$ cat src/rtl/cfgdec_pkg.sv
package cfgdec_pkg;
  localparam int AD_W     = 32;
  localparam int BE_W     = 4;
  localparam int REG_LSB  = 2;
  localparam int REG_W    = 6;
  localparam int FUNC_LSB = 8;
  localparam int FUNC_W   = 3;
  localparam int DEV_LSB  = 11;
  localparam int DEV_W    = 5;
  localparam int BUS_LSB  = 16;
  localparam int BUS_W    = 8;

  localparam logic [3:0] CMD_CFG_RD = 4'hA;
  localparam logic [3:0] CMD_CFG_WR = 4'hB;

  typedef enum logic [1:0] {
    KIND_LOCAL  = 2'b00,
    KIND_REMOTE = 2'b01,
    KIND_RSV2   = 2'b10,
    KIND_RSV3   = 2'b11
  } addr_kind_e;

  function automatic logic is_cfg_cmd(input logic [3:0] c);
    return (c == CMD_CFG_RD) || (c == CMD_CFG_WR);
  endfunction

  function automatic logic [REG_W-1:0] reg_of(input logic [AD_W-1:0] a);
    return a[REG_LSB +: REG_W];
  endfunction

  function automatic logic [FUNC_W-1:0] func_of(input logic [AD_W-1:0] a);
    return a[FUNC_LSB +: FUNC_W];
  endfunction

  function automatic logic [DEV_W-1:0] dev_of(input logic [AD_W-1:0] a);
    return a[DEV_LSB +: DEV_W];
  endfunction

  function automatic logic [BUS_W-1:0] bus_of(input logic [AD_W-1:0] a);
    return a[BUS_LSB +: BUS_W];
  endfunction
endpackage

$ cat src/rtl/cfgdec_fields.sv
module cfgdec_fields
  import cfgdec_pkg::*;
(
  input  logic [AD_W-1:0]   ad,
  output addr_kind_e        kind,
  output logic [REG_W-1:0]  reg_num,
  output logic [FUNC_W-1:0] func_num,
  output logic [DEV_W-1:0]  dev_num,
  output logic [BUS_W-1:0]  bus_num
);
  logic unused_upper_bits;

  assign kind     = addr_kind_e'(ad[1:0]);
  assign reg_num  = reg_of(ad);
  assign func_num = func_of(ad);
  assign dev_num  = dev_of(ad);
  assign bus_num  = bus_of(ad);
  assign unused_upper_bits = ^ad[AD_W-1:BUS_LSB+BUS_W];
endmodule

$ cat src/rtl/cfgdec_claim.sv
module cfgdec_claim
  import cfgdec_pkg::*;
#(
  parameter int NUM_FUNCS = 2
) (
  input  logic [3:0]        cmd,
  input  logic              idsel,
  input  logic              from_secondary,
  input  addr_kind_e        kind,
  input  logic [FUNC_W-1:0] func_num,
  output logic              cfg_cmd,
  output logic              func_in_range,
  output logic              local_hit,
  output logic              remote_hit
);
  assign cfg_cmd       = is_cfg_cmd(cmd);
  assign func_in_range = int'(func_num) < NUM_FUNCS;
  assign local_hit     = cfg_cmd && (kind == KIND_LOCAL) && idsel &&
                         !from_secondary && func_in_range;
  assign remote_hit    = cfg_cmd && (kind == KIND_REMOTE);

  always_comb begin
    AST_HITS_EXCLUSIVE: assert (!(local_hit && remote_hit));
  end
endmodule

$ cat src/rtl/cfgdec_lanes.sv
module cfgdec_lanes #(
  parameter int BE_W = 4
) (
  input  logic            is_write,
  input  logic [BE_W-1:0] cbe_n,
  output logic [BE_W-1:0] lanes
);
  for (genvar i = 0; i < BE_W; i++) begin : g_lane
    assign lanes[i] = is_write ? !cbe_n[i] : 1'b1;
  end
endmodule

$ cat src/rtl/cfg_cycle_decoder.sv
module cfg_cycle_decoder
  import cfgdec_pkg::*;
#(
  parameter int NUM_FUNCS = 2,
  localparam int FSEL_W = (NUM_FUNCS > 1) ? $clog2(NUM_FUNCS) : 1
) (
  input  logic              clk,
  input  logic              rst_n,
  input  logic              addr_valid,
  input  logic [3:0]        cmd,
  input  logic [AD_W-1:0]   ad,
  input  logic              idsel,
  input  logic [BE_W-1:0]   cbe_n,
  input  logic              more_phases,
  input  logic              from_secondary,
  output logic              claim,
  output logic [FSEL_W-1:0] func_sel,
  output logic [REG_W-1:0]  reg_index,
  output logic              cfg_write,
  output logic              type1,
  output logic [BUS_W-1:0]  t1_bus,
  output logic [DEV_W-1:0]  t1_dev,
  output logic              disconnect,
  output logic [BE_W-1:0]   lane_en
);
  addr_kind_e        kind;
  logic [REG_W-1:0]  reg_num;
  logic [FUNC_W-1:0] func_num;
  logic [DEV_W-1:0]  dev_num;
  logic [BUS_W-1:0]  bus_num;
  logic              cfg_cmd, func_in_range, local_hit, remote_hit;
  logic              write_cmd;
  logic [BE_W-1:0]   lanes_nxt;

  cfgdec_fields u_fields (
    .ad       (ad),
    .kind     (kind),
    .reg_num  (reg_num),
    .func_num (func_num),
    .dev_num  (dev_num),
    .bus_num  (bus_num)
  );

  cfgdec_claim #(.NUM_FUNCS(NUM_FUNCS)) u_claim (
    .cmd            (cmd),
    .idsel          (idsel),
    .from_secondary (from_secondary),
    .kind           (kind),
    .func_num       (func_num),
    .cfg_cmd        (cfg_cmd),
    .func_in_range  (func_in_range),
    .local_hit      (local_hit),
    .remote_hit     (remote_hit)
  );

  assign write_cmd = (cmd == CMD_CFG_WR);

  cfgdec_lanes #(.BE_W(BE_W)) u_lanes (
    .is_write (write_cmd),
    .cbe_n    (cbe_n),
    .lanes    (lanes_nxt)
  );

  // Named events for the assertions
  logic take_claim, take_remote, take_disc;
  assign take_claim  = addr_valid && local_hit;
  assign take_remote = addr_valid && remote_hit;
  assign take_disc   = take_claim && more_phases;

  always_ff @(posedge clk or negedge rst_n) begin
    if (!rst_n) begin
      claim      <= 1'b0;
      type1      <= 1'b0;
      disconnect <= 1'b0;
      func_sel   <= '0;
      reg_index  <= '0;
      cfg_write  <= 1'b0;
      t1_bus     <= '0;
      t1_dev     <= '0;
      lane_en    <= '0;
    end else begin
      claim      <= take_claim;
      type1      <= take_remote;
      disconnect <= take_disc;
      if (addr_valid) begin
        func_sel  <= func_num[FSEL_W-1:0];
        reg_index <= reg_num;
        cfg_write <= write_cmd;
        t1_bus    <= bus_num;
        t1_dev    <= dev_num;
        lane_en   <= lanes_nxt;
      end
    end
  end

  AST_CLAIM_QUALIFIED: assert property (@(posedge clk) disable iff (!rst_n)
    claim |-> $past(addr_valid && idsel && cfg_cmd && ad[1:0] == 2'b00));
  AST_NO_DUAL_TYPE: assert property (@(posedge clk) disable iff (!rst_n)
    !(claim && type1));
  AST_FUNC_BOUND: assert property (@(posedge clk) disable iff (!rst_n)
    claim |-> $past(int'(ad[FUNC_LSB +: FUNC_W]) < NUM_FUNCS));
  AST_DISC_NEEDS_CLAIM: assert property (@(posedge clk) disable iff (!rst_n)
    disconnect |-> claim);
  AST_READ_FULL_LANES: assert property (@(posedge clk) disable iff (!rst_n)
    (claim && !cfg_write) |-> (lane_en == {BE_W{1'b1}}));
  AST_SEC_NEVER_CLAIMED: assert property (@(posedge clk) disable iff (!rst_n)
    claim |-> !$past(from_secondary));
  AST_IDLE_QUIET: assert property (@(posedge clk) disable iff (!rst_n)
    !$past(addr_valid) |-> !(claim || type1 || disconnect));
  AST_HOLD_INDEX: assert property (@(posedge clk) disable iff (!rst_n)
    !$past(addr_valid) |-> $stable(reg_index));
endmodule

$ cat config.mk
export PLATFORM = sky130hd
export DESIGN_NAME = cfg_cycle_decoder
export DESIGN_NICKNAME = d
export VERILOG_FILES = /design/src/rtl/cfgdec_pkg.sv /design/src/rtl/cfgdec_fields.sv /design/src/rtl/cfgdec_claim.sv /design/src/rtl/cfgdec_lanes.sv /design/src/rtl/cfg_cycle_decoder.sv
export SDC_FILE = /design/constraint.sdc
export NUM_CORES = 1
export LEC_CHECK = 0
export ABC_CLOCK_PERIOD_IN_PS = 800
export CORE_ASPECT_RATIO = 1.4
export CORE_MARGIN = 4
export CORE_UTILIZATION = 25
export CTS_CLUSTER_SIZE = 16
export DETAILED_ROUTE_END_ITERATION = 12
export GPL_ROUTABILITY_DRIVEN = 0
export PLACE_DENSITY = 0.68
export SLEW_MARGIN = 20
export SYNTH_ARGS = -nofsm -noshare
export SYNTH_HDL_FRONTEND = slang
export SYNTH_SLANG_ARGS = --single-unit
$ cat constraint.sdc
create_clock -name clk -period 0.8 [get_ports clk]
set_clock_uncertainty 0.15 [all_clocks]
set_input_delay 0.12 -clock clk [delete_from_list [all_inputs] [get_ports clk]]
set_output_delay 0.12 -clock clk [all_outputs]
set_load 0.02 [all_outputs]
==> metrics.cfg <==
[status]
status=finished, violations left
violations=negative hold slack, negative setup slack

[setup_path]
cp.required_ps=530
crit_path_start_kind=flip-flop
slowest_delay_ps=430
worst-path-buf-inv=1
worstPathArrival_ps=840
worst-setup-path-type=flip-flop to output pin
cp_max_fo=2
crit_chain=buf_6
cp_slowest_cell=dfrtp_2
cp-end-kind=output pin
critical_path.top_delay_family=flip-flops

[sta]
maxSlewHeadroom_pct=84.47
holdWs_ps=-44.70
slew_violations=0
setup_viol=54
tightest_slew_ps=233.0
final.period_utilization_pct=138.3
worst_slack_ps=-306.6
rsz0062_at_grt=yes
post-route-min-period_ps=1107
finalHoldViolCount=3
fmax_ghz=0.9037

[logic_synthesis]
synthTopCellsByArea=dfrtp_1 64%, mux2_2 21%, buf_6 3.1%
ys.flop_type=dfrtp_1
synth-edff-count=0
synth_most_common_cell=dfrtp_1
synth_seq_area_share_pct=64.29
synth_cell_types=14
ys_async_sr_fraction_pct=100.0
synth.top_cell.area_share_pct=64.29
synth_largest_area_cell=dfrtp_1
synth_commonest_cells=28 x dfrtp_1, 20 x mux2_2, 5 x nor2_1, 4 x a31oi_1, 3 x buf_6
syn_area_sq_um=1090
ys_ff_latch=28
synth_fp_nets=115
syn_inst=69
yosys_warnings=0
syn_area_per_cell_sq_um=15.79

[layout]
final_net_count=192
fin_util_pct=48.17
nFillCells=388
final_area_sq_um=2042
area_growth_pct=87.37
diodes=0
multi_input_area_sq_um=387.9
layout-drive-gt1-share_pct=70.34
regArea_sq_um=732.0

[pwr]
p_leak_nw=0.8569
vdd_drop_max_mv=0.9626
powerDensity_nw_per_um2=1589
finalPower_mw=3.244

[floorplan]
initial_utilization_pct=25.71
num_rows=28
core_sq_um=4239
num_io_pins=74
die_x_um=63.80
die_h_um=86.12
die_area_sq_um=5494

[global_routing]
grt-ovfl-total=0
grt_pass1_vias=1012
track_usage_pct=10.58
grt_max_degree=29
antenna_found_initial=0
grt_pass1_wl_um=4678

[cts]
clock_latency_ps=270
cts_buffers=3
cts_root_buf=clkbuf_8
clock_path_buffers=2
htree_levels=1
clk_pin_slew_ps=100
cts_tree=built
clkSinkCount=28

[route]
firstDrtPassIters=4
totalWireLength_um=2903
drtIter0Drc=7
wl_per_cell_um=14.16
vias=866
via_per_inst=4.224
antenna_left=0
drc=0

[place]
hpwl_um=2071
placed_area_sq_um=1861
numPortBuffers=65

[flow_run]
maxCapViolCount=0

[min_path]
hold_class=input port to flip-flop

[per-layer routing]
metal,vias to the layer above,track usage [%],part of all wire [%]
met5,-,0,0
met4,0,2.554,0.72
met3,2,3.014,8.3
met2,48,19.19,54
met1,417,12.08,37
li1,399,-,-
[layout by cell type, fill, tap and decap left out]
cell type / n
nor2_1: 2
buf_6: 35
nor3b_1: 1
clkbuf_1: 1
mux2_4: 1
clkdlybuf4s50_1: 26
dfrtp_1: 3
and4b_1: 1
nor4b_4: 1
buf_4: 3
nor2_4: 1
nor4_4: 1
bufbuf_16: 1
dfrtp_2: 25
a31oi_1: 4
clkbuf_8: 3
nand4b_1: 1
clkdlybuf4s15_1: 1
dlygate4sd2_1: 1
buf_2: 6
inv_1: 1
nor2_2: 2
buf_12: 2
or3b_4: 2
mux2_2: 19
a22o_1: 1
[flip-flops by register name, summed over array words and instances, names as in the netlist]
name,flops
cfg_write,1
type1,1
t1_bus,8
disconnect,1
t1_dev,5
claim,1
func_sel,1
reg_index,6
lane_en,4
[final cells by class]
class	instances	area share (%)
Timing Repair Buffer	75	39.09
Sequential cell	28	35.85
Multi-Input combinational cell	37	19.00
Tap cell	60	3.676
Clock buffer	4	2.206
Inverter	1	0.1838
[where the power goes]
group          switching (mW)  total [mW]  internal (mW)
sequential             0.0784        1.62           1.54
clock                   0.421       0.778          0.356
combinational           0.322       0.846          0.524
total                   0.822        3.24           2.42
[worst paths after layout]
check / start / to / slack (ps) / cells past startpoint
hold reg to reg: t1_bus[6]$_DFFE_PN0P_ / t1_bus[6]$_DFFE_PN0P_ / 390 / 1
hold / removal: ad[0] / type1$_DFF_PN0_ / -40 / 2
max in group asynchronous: rst_n / reg_index[4]$_DFFE_PN0P_ / 270 / 2
setup reg to reg: t1_dev[3]$_DFFE_PN0P_ / t1_dev[3]$_DFFE_PN0P_ / -260 / 2
setup / recovery: lane_en[3]$_DFFE_PN0P_ / lane_en[3] / -310 / 1
min in group asynchronous: rst_n / t1_bus[1]$_DFFE_PN0P_ / 60 / 2
[logic make-up after synthesis]
logic type	count (synthesis)	share of synthesized area, %
flops	28	64.29
buf+inv	4	3.444
compound gates	5	3.100
mux	20	20.67
simple gates	12	8.496
[through the flow]
| stage | cells | setup TNS (ps) | setup slack, ps |
|---|---|---|---|
| 2_1_floorplan | 69 | -3807 | -163.3 |
| 3_3_place_gp | 194 | -30320 | -693.9 |
| 3_5_place_dp | 194 | -31620 | -735.0 |
| 4_1_cts | 201 | -11440 | -309.7 |
| 5_1_grt | 205 | -12880 | -330.8 |
| 6_report | 205 | -11370 | -306.6 |
[repair_timing]
action | 4_1_cts | 5_1_grt
pin swaps | 6 | 3
setup buffers | 2 | 5
setup endpoints to repair | 56 | 55
endpoints found under the hold margin | 3 | 3
gates resized for setup | 211 | 7
gates cloned | 1 | 0
Note: power is estimated with default switching activity, not from simulation.
